`src/rtl/hzd_pkg.sv`:
```
package hzd_pkg;

  localparam int REG_AW_DEF  = 5;
  localparam int NUM_SRC     = 2;
  localparam int NUM_WSTAGE  = 2;

  // producer stages that can still hold a result the decode stage needs
  typedef enum logic [0:0] {
    WST_EX  = 1'b0,
    WST_MEM = 1'b1
  } wstage_e;

  // control-transfer class of the decode instruction
  typedef enum logic [1:0] {
    XFER_NONE   = 2'd0,
    XFER_BRANCH = 2'd1,
    XFER_DIRECT = 2'd2,
    XFER_INDIR  = 2'd3
  } xfer_e;

  function automatic xfer_e classify(input logic br, input logic jal, input logic jalr);
    if (jalr)      return XFER_INDIR;
    else if (jal)  return XFER_DIRECT;
    else if (br)   return XFER_BRANCH;
    else           return XFER_NONE;
  endfunction

endpackage

```
`src/rtl/hzd_src_cmp.sv`:
```
module hzd_src_cmp #(
  parameter int AW = 5
) (
  input  logic [AW-1:0] src_idx,
  input  logic          src_used,
  input  logic [AW-1:0] wr_idx,
  input  logic          wr_en,
  output logic          hit
);
  localparam logic [AW-1:0] ZERO_IDX = '0;

  logic nonzero_dst;
  assign nonzero_dst = (wr_idx != ZERO_IDX);
  assign hit = src_used && wr_en && nonzero_dst && (src_idx == wr_idx);
endmodule

```
`src/rtl/hzd_stall_eval.sv`:
```
module hzd_stall_eval
  import hzd_pkg::*;
#(
  parameter int AW   = 5,
  parameter int NSRC = NUM_SRC
) (
  input  logic [NSRC-1:0][AW-1:0] src_idx,
  input  logic [NSRC-1:0]         src_used,
  input  logic                    early_need,
  input  logic [AW-1:0]           ex_rd,
  input  logic                    ex_wr,
  input  logic                    ex_ld,
  input  logic [AW-1:0]           mem_rd,
  input  logic                    mem_wr,
  input  logic                    mem_ld,
  output logic                    stall
);
  localparam int NW = NUM_WSTAGE;

  logic [NW-1:0][AW-1:0] w_idx;
  logic [NW-1:0]         w_en;
  logic [NW-1:0]         w_ld;
  logic [NW-1:0][NSRC-1:0] hit;

  assign w_idx[WST_EX]  = ex_rd;
  assign w_en[WST_EX]   = ex_wr;
  assign w_ld[WST_EX]   = ex_ld;
  assign w_idx[WST_MEM] = mem_rd;
  assign w_en[WST_MEM]  = mem_wr;
  assign w_ld[WST_MEM]  = mem_ld;

  for (genvar w = 0; w < NW; w++) begin : g_stage
    for (genvar s = 0; s < NSRC; s++) begin : g_src
      hzd_src_cmp #(.AW(AW)) u_cmp (
        .src_idx  (src_idx[s]),
        .src_used (src_used[s]),
        .wr_idx   (w_idx[w]),
        .wr_en    (w_en[w]),
        .hit      (hit[w][s])
      );
    end
  end

  logic any_ex, any_mem;
  logic load_use, early_ex, early_mem_load;

  assign any_ex  = |hit[WST_EX];
  assign any_mem = |hit[WST_MEM];

  // load result reaches execute only after one bubble
  assign load_use       = any_ex && w_ld[WST_EX];
  // decode-stage consumers cannot take a result still being computed
  assign early_ex       = early_need && any_ex;
  // load data reaches the decode forwarding path only from write-back
  assign early_mem_load = early_need && any_mem && w_ld[WST_MEM];

  assign stall = load_use || early_ex || early_mem_load;
endmodule

```
`src/rtl/hzd_redirect.sv`:
```
module hzd_redirect
  import hzd_pkg::*;
(
  input  xfer_e xfer,
  input  logic  br_taken,
  input  logic  stall,
  output logic  flush
);
  logic want;
  always_comb begin
    unique case (xfer)
      XFER_DIRECT, XFER_INDIR: want = 1'b1;
      XFER_BRANCH:             want = br_taken;
      default:                 want = 1'b0;
    endcase
  end
  // a held transfer resolves later, so the flush waits with it
  assign flush = want && !stall;
endmodule

```
`src/rtl/hzd_unit.sv`:
```
module hzd_unit
  import hzd_pkg::*;
#(
  parameter int AW = REG_AW_DEF
) (
  input  logic [AW-1:0] id_rs1,
  input  logic [AW-1:0] id_rs2,
  input  logic          id_rs1_used,
  input  logic          id_rs2_used,
  input  logic          id_is_branch,
  input  logic          id_is_jal,
  input  logic          id_is_jalr,
  input  logic          id_branch_taken,
  input  logic [AW-1:0] ex_rd,
  input  logic          ex_reg_write,
  input  logic          ex_mem_read,
  input  logic [AW-1:0] mem_rd,
  input  logic          mem_reg_write,
  input  logic          mem_mem_read,
  output logic          pc_hold,
  output logic          ifid_hold,
  output logic          idex_bubble,
  output logic          ifid_flush
);
  xfer_e xfer;
  logic  early_need;
  logic  stall;
  logic [NUM_SRC-1:0][AW-1:0] src_idx;
  logic [NUM_SRC-1:0]         src_used;

  assign xfer       = classify(id_is_branch, id_is_jal, id_is_jalr);
  assign early_need = (xfer == XFER_BRANCH) || (xfer == XFER_INDIR);

  assign src_idx[0]  = id_rs1;
  assign src_idx[1]  = id_rs2;
  assign src_used[0] = id_rs1_used;
  assign src_used[1] = id_rs2_used;

  hzd_stall_eval #(.AW(AW), .NSRC(NUM_SRC)) u_stall (
    .src_idx    (src_idx),
    .src_used   (src_used),
    .early_need (early_need),
    .ex_rd      (ex_rd),
    .ex_wr      (ex_reg_write),
    .ex_ld      (ex_mem_read),
    .mem_rd     (mem_rd),
    .mem_wr     (mem_reg_write),
    .mem_ld     (mem_mem_read),
    .stall      (stall)
  );

  hzd_redirect u_redir (
    .xfer     (xfer),
    .br_taken (id_branch_taken),
    .stall    (stall),
    .flush    (ifid_flush)
  );

  assign pc_hold     = stall;
  assign ifid_hold   = stall;
  assign idex_bubble = stall;
endmodule

```
`config.mk`:
```
export PLATFORM = sky130hd
export DESIGN_NAME = hzd_unit
export DESIGN_NICKNAME = d
export VERILOG_FILES = /design/src/rtl/hzd_pkg.sv /design/src/rtl/hzd_src_cmp.sv /design/src/rtl/hzd_stall_eval.sv /design/src/rtl/hzd_redirect.sv /design/src/rtl/hzd_unit.sv
export SDC_FILE = /design/constraint.sdc
export NUM_CORES = 1
export LEC_CHECK = 0
export BUFFER_PORTS_ARGS = -buffer_cell sky130_fd_sc_hd__buf_4
export CORE_AREA = 2 2 39 41
export DETAILED_ROUTE_END_ITERATION = 10
export DIE_AREA = 0 0 41 43
export SETUP_SLACK_MARGIN = 0.3
export SLEW_MARGIN = 20
export SYNTH_ARGS = -nofsm -noshare
export SYNTH_HDL_FRONTEND = slang
export SYNTH_HIERARCHICAL = 1
export SYNTH_SLANG_ARGS = --single-unit
export TNS_END_PERCENT = 10
```
`constraint.sdc`:
```
create_clock -name vclk -period 1.5
set_input_delay 0.075 -clock vclk [all_inputs]
set_output_delay 0.075 -clock vclk [all_outputs]
set_load 0.01 [all_outputs]
```
==> qor.csv <==
stage,metric,value,unit
timing,minimum clock period,1.245,ns
power,maximum VDD drop,0.1287,mV
placement,placer congestion estimate,0.7390,
global_routing,initial antenna violation count,0,
synth,Post-Syn Instances,50,
timing,Final Hold Vio Count,0,
power,Switching Power,0.07514,mW
setup_path,WP data required,1.42,ns
setup_path,critical path's top delay family,simple AND/OR/NAND/NOR gates,
power,clock network fraction of total power,0,%
hold_path,worst min-delay path class,in2out,
die,row count,14,
power,Int Power,0.1100,mW
timing,Worst-Margin Slew,0.2245,ns
power,Final Power,0.1852,mW
layout,Seq cells,0,
die,Die Y,43,um
layout,# nets final,116,
synth,cell area after synthesis,369.1,sq um
power,leakage,0.2898,nW
synth,post-synthesis cell type count,15,
layout,share of layout cells above drive strength 1,55.95,%
timing,"Slew Viols, Final",0,
setup_path,Crit path largest cell delay,0.27,ns
route,number of vias per cell,4.730,
layout,Reg area,0,sq um
global_routing,largest net degree at the start of global routing,5,
setup_path,critical path class,in2out,
die,Die Footprint,0.001763,sq mm
power,Pwr Density,259.2,mW/mm^2
placement,Post-DP Area,629.4,sq um
setup_path,worst-path cell chain,"buf_8, nor4_4, o21ai_1, nor3b_2, o22ai_1, nand2_2, nor2_2, buf_4",
timing,# setup viols final,0,
synth,largest area contributor in the netlist,xnor2_1,
global_routing,first-pass GRT wire length,1773,um
placement,Buffers on Ports,34,
layout,Area growth syn-to-layout,93.56,%
route,Routed wire per std cell,11.49,um
route,first-pass iteration count of the detailed router,4,
setup_path,Crit-path slowest cell,nor4_4,
timing,Max Freq,803.2,MHz
die,Initial Util,26.67,%
setup_path,CP max FO,4,
route,final WL,1149,um
route,initial drt markers,2,
layout,# clk buffers,0,
timing,Setup TNS Final,0,ns
setup_path,Startpoint Class,input pin,
synth,sequential share of the synthesized area,0,%
die,# IOs,34,
synth,Yosys top cell area share,37.97,%
die,DIE WIDTH,41,um
layout,ant diodes,0,
global_routing,All-Layer GR Usage,13.49,%
synth,Ys Warns,6,
timing,RSZ-0062 raised after global routing,true,
synth,Area contributors post-synth,"xnor2_1 38%, nor3b_2 14%, o2111ai_1 9.5%",
run_status,status,"finished, final reports clean",
layout,fin area,714.4,sq um
timing,max_slew headroom,85.02,%
synth,"Avg Cell Area, Syn",7.382,sq um
setup_path,CP arrival,1.17,ns
route,DRC Markers,0,
layout,FILL cells,137,
power,sequential power share,0,%
route,routed vias,473,
setup_path,Worst Setup End Kind,output port,
flow_run,Max-cap violations,0,
global_routing,GR Overflow Total,0,
placement,Post-DP HPWL,990.8,um
setup_path,Buf/Inv on CP,2,
power,Sw Share,40.57,%
power,Comb power frac,100.0,%
die,core area,0.001384,sq mm
timing,crit share post-route,83.00,%
route,Post-DRT Antenna Nets,0,
synth,Post-Syn Nets,80,
global_routing,vias in the first global route,454,
-- per-stage QoR --
step                      worst slack [ns]  hold slack (ns)  utilization [%]  instances
after detailed placement            0.1743           0.4844            45.48         98
after global routing                0.1578           0.5261            51.63        100
after global placement              0.1711           0.4784            45.48         98
after floorplan                     0.3939           0.3079                -         50
after CTS                           0.2542           0.4905            50.81        100
final                               0.2550           0.4999            51.63        100
-- synth_stat cells, drive strengths merged --
cell,n
a21o,1
a21oi,1
buf,2
inv,5
nand2,1
nand3,4
nor2,1
nor3b,4
nor4,4
o2111ai,4
o211ai,1
o21ai,4
o22ai,1
or2,1
xnor2,16
-- power groups by stage --
| stage | Combinational [mW] | Sequential, mW | Clock [mW] |
|---|---|---|---|
| 2_1_floorplan | 0.0680 | 0 | 0 |
| 3_3_place_gp | 0.163 | 0 | 0 |
| 3_5_place_dp | 0.163 | 0 | 0 |
| 4_1_cts | 0.182 | 0 | 0 |
| 5_1_grt | 0.199 | 0 | 0 |
| 6_report | 0.185 | 0 | 0 |
-- layout by cell type (no fill, tap or decap), drive strengths merged, types with 4 or more instances in the layout --
cell type	n
buf	36
inv	5
nand3	4
nor3b	4
nor4	4
o2111ai	4
o21ai	4
xnor2	16
-- worst min-delay path, cell delays in order --
cell	delay, ns
buf_4	0.08
o22ai_1	0.06
nand2_2	0.09
buf_4	0.12
-- what timing repair did --
action / 4_1_cts / 5_1_grt
gates cloned: 0 / 0
hold buffers: 0 / 0
buffers inserted: 2 / 0
pin swaps: 10 / 1
resized for setup: 16 / 2
setup endpoints to repair: 4 / 4
-- metal layers --
layer  part of all wire, %  wire length [um]  GRT usage [%]  up-vias
met5                     0                 0              0        -
li1                      -                 -              -      250
met4                     0                 0              0        0
met2                    47               537          21.56       21
met3                   8.4                97         0.5236        0
met1                    45               515          20.57      202
-- cells by family after synthesis --
group                     Yosys count  synth area share (%)
AOI/OAI and AO/OA                  12                 23.39
buffers and inverters               7                 9.152
and+or+nand+nor                    15                 29.49
xor gates and xnor gates           16                 37.96
-- cell type report --
class | instances | area, sq um | share of cell area [%]
Timing Repair Buffer | 36 | 292.8 | 40.98
Tap cell | 16 | 20.02 | 2.802
Inverter | 5 | 18.77 | 2.627
Multi-Input combinational cell | 43 | 382.9 | 53.59
-- final timing paths --
| check | slack [ns] | end | start | depth (start not counted) |
|---|---|---|---|---|
| min | 0.50 | ifid_hold | ex_mem_read | 4 |
| max | 0.26 | ifid_flush | ex_rd[1] | 8 |
(Power assumes the default switching activity.)
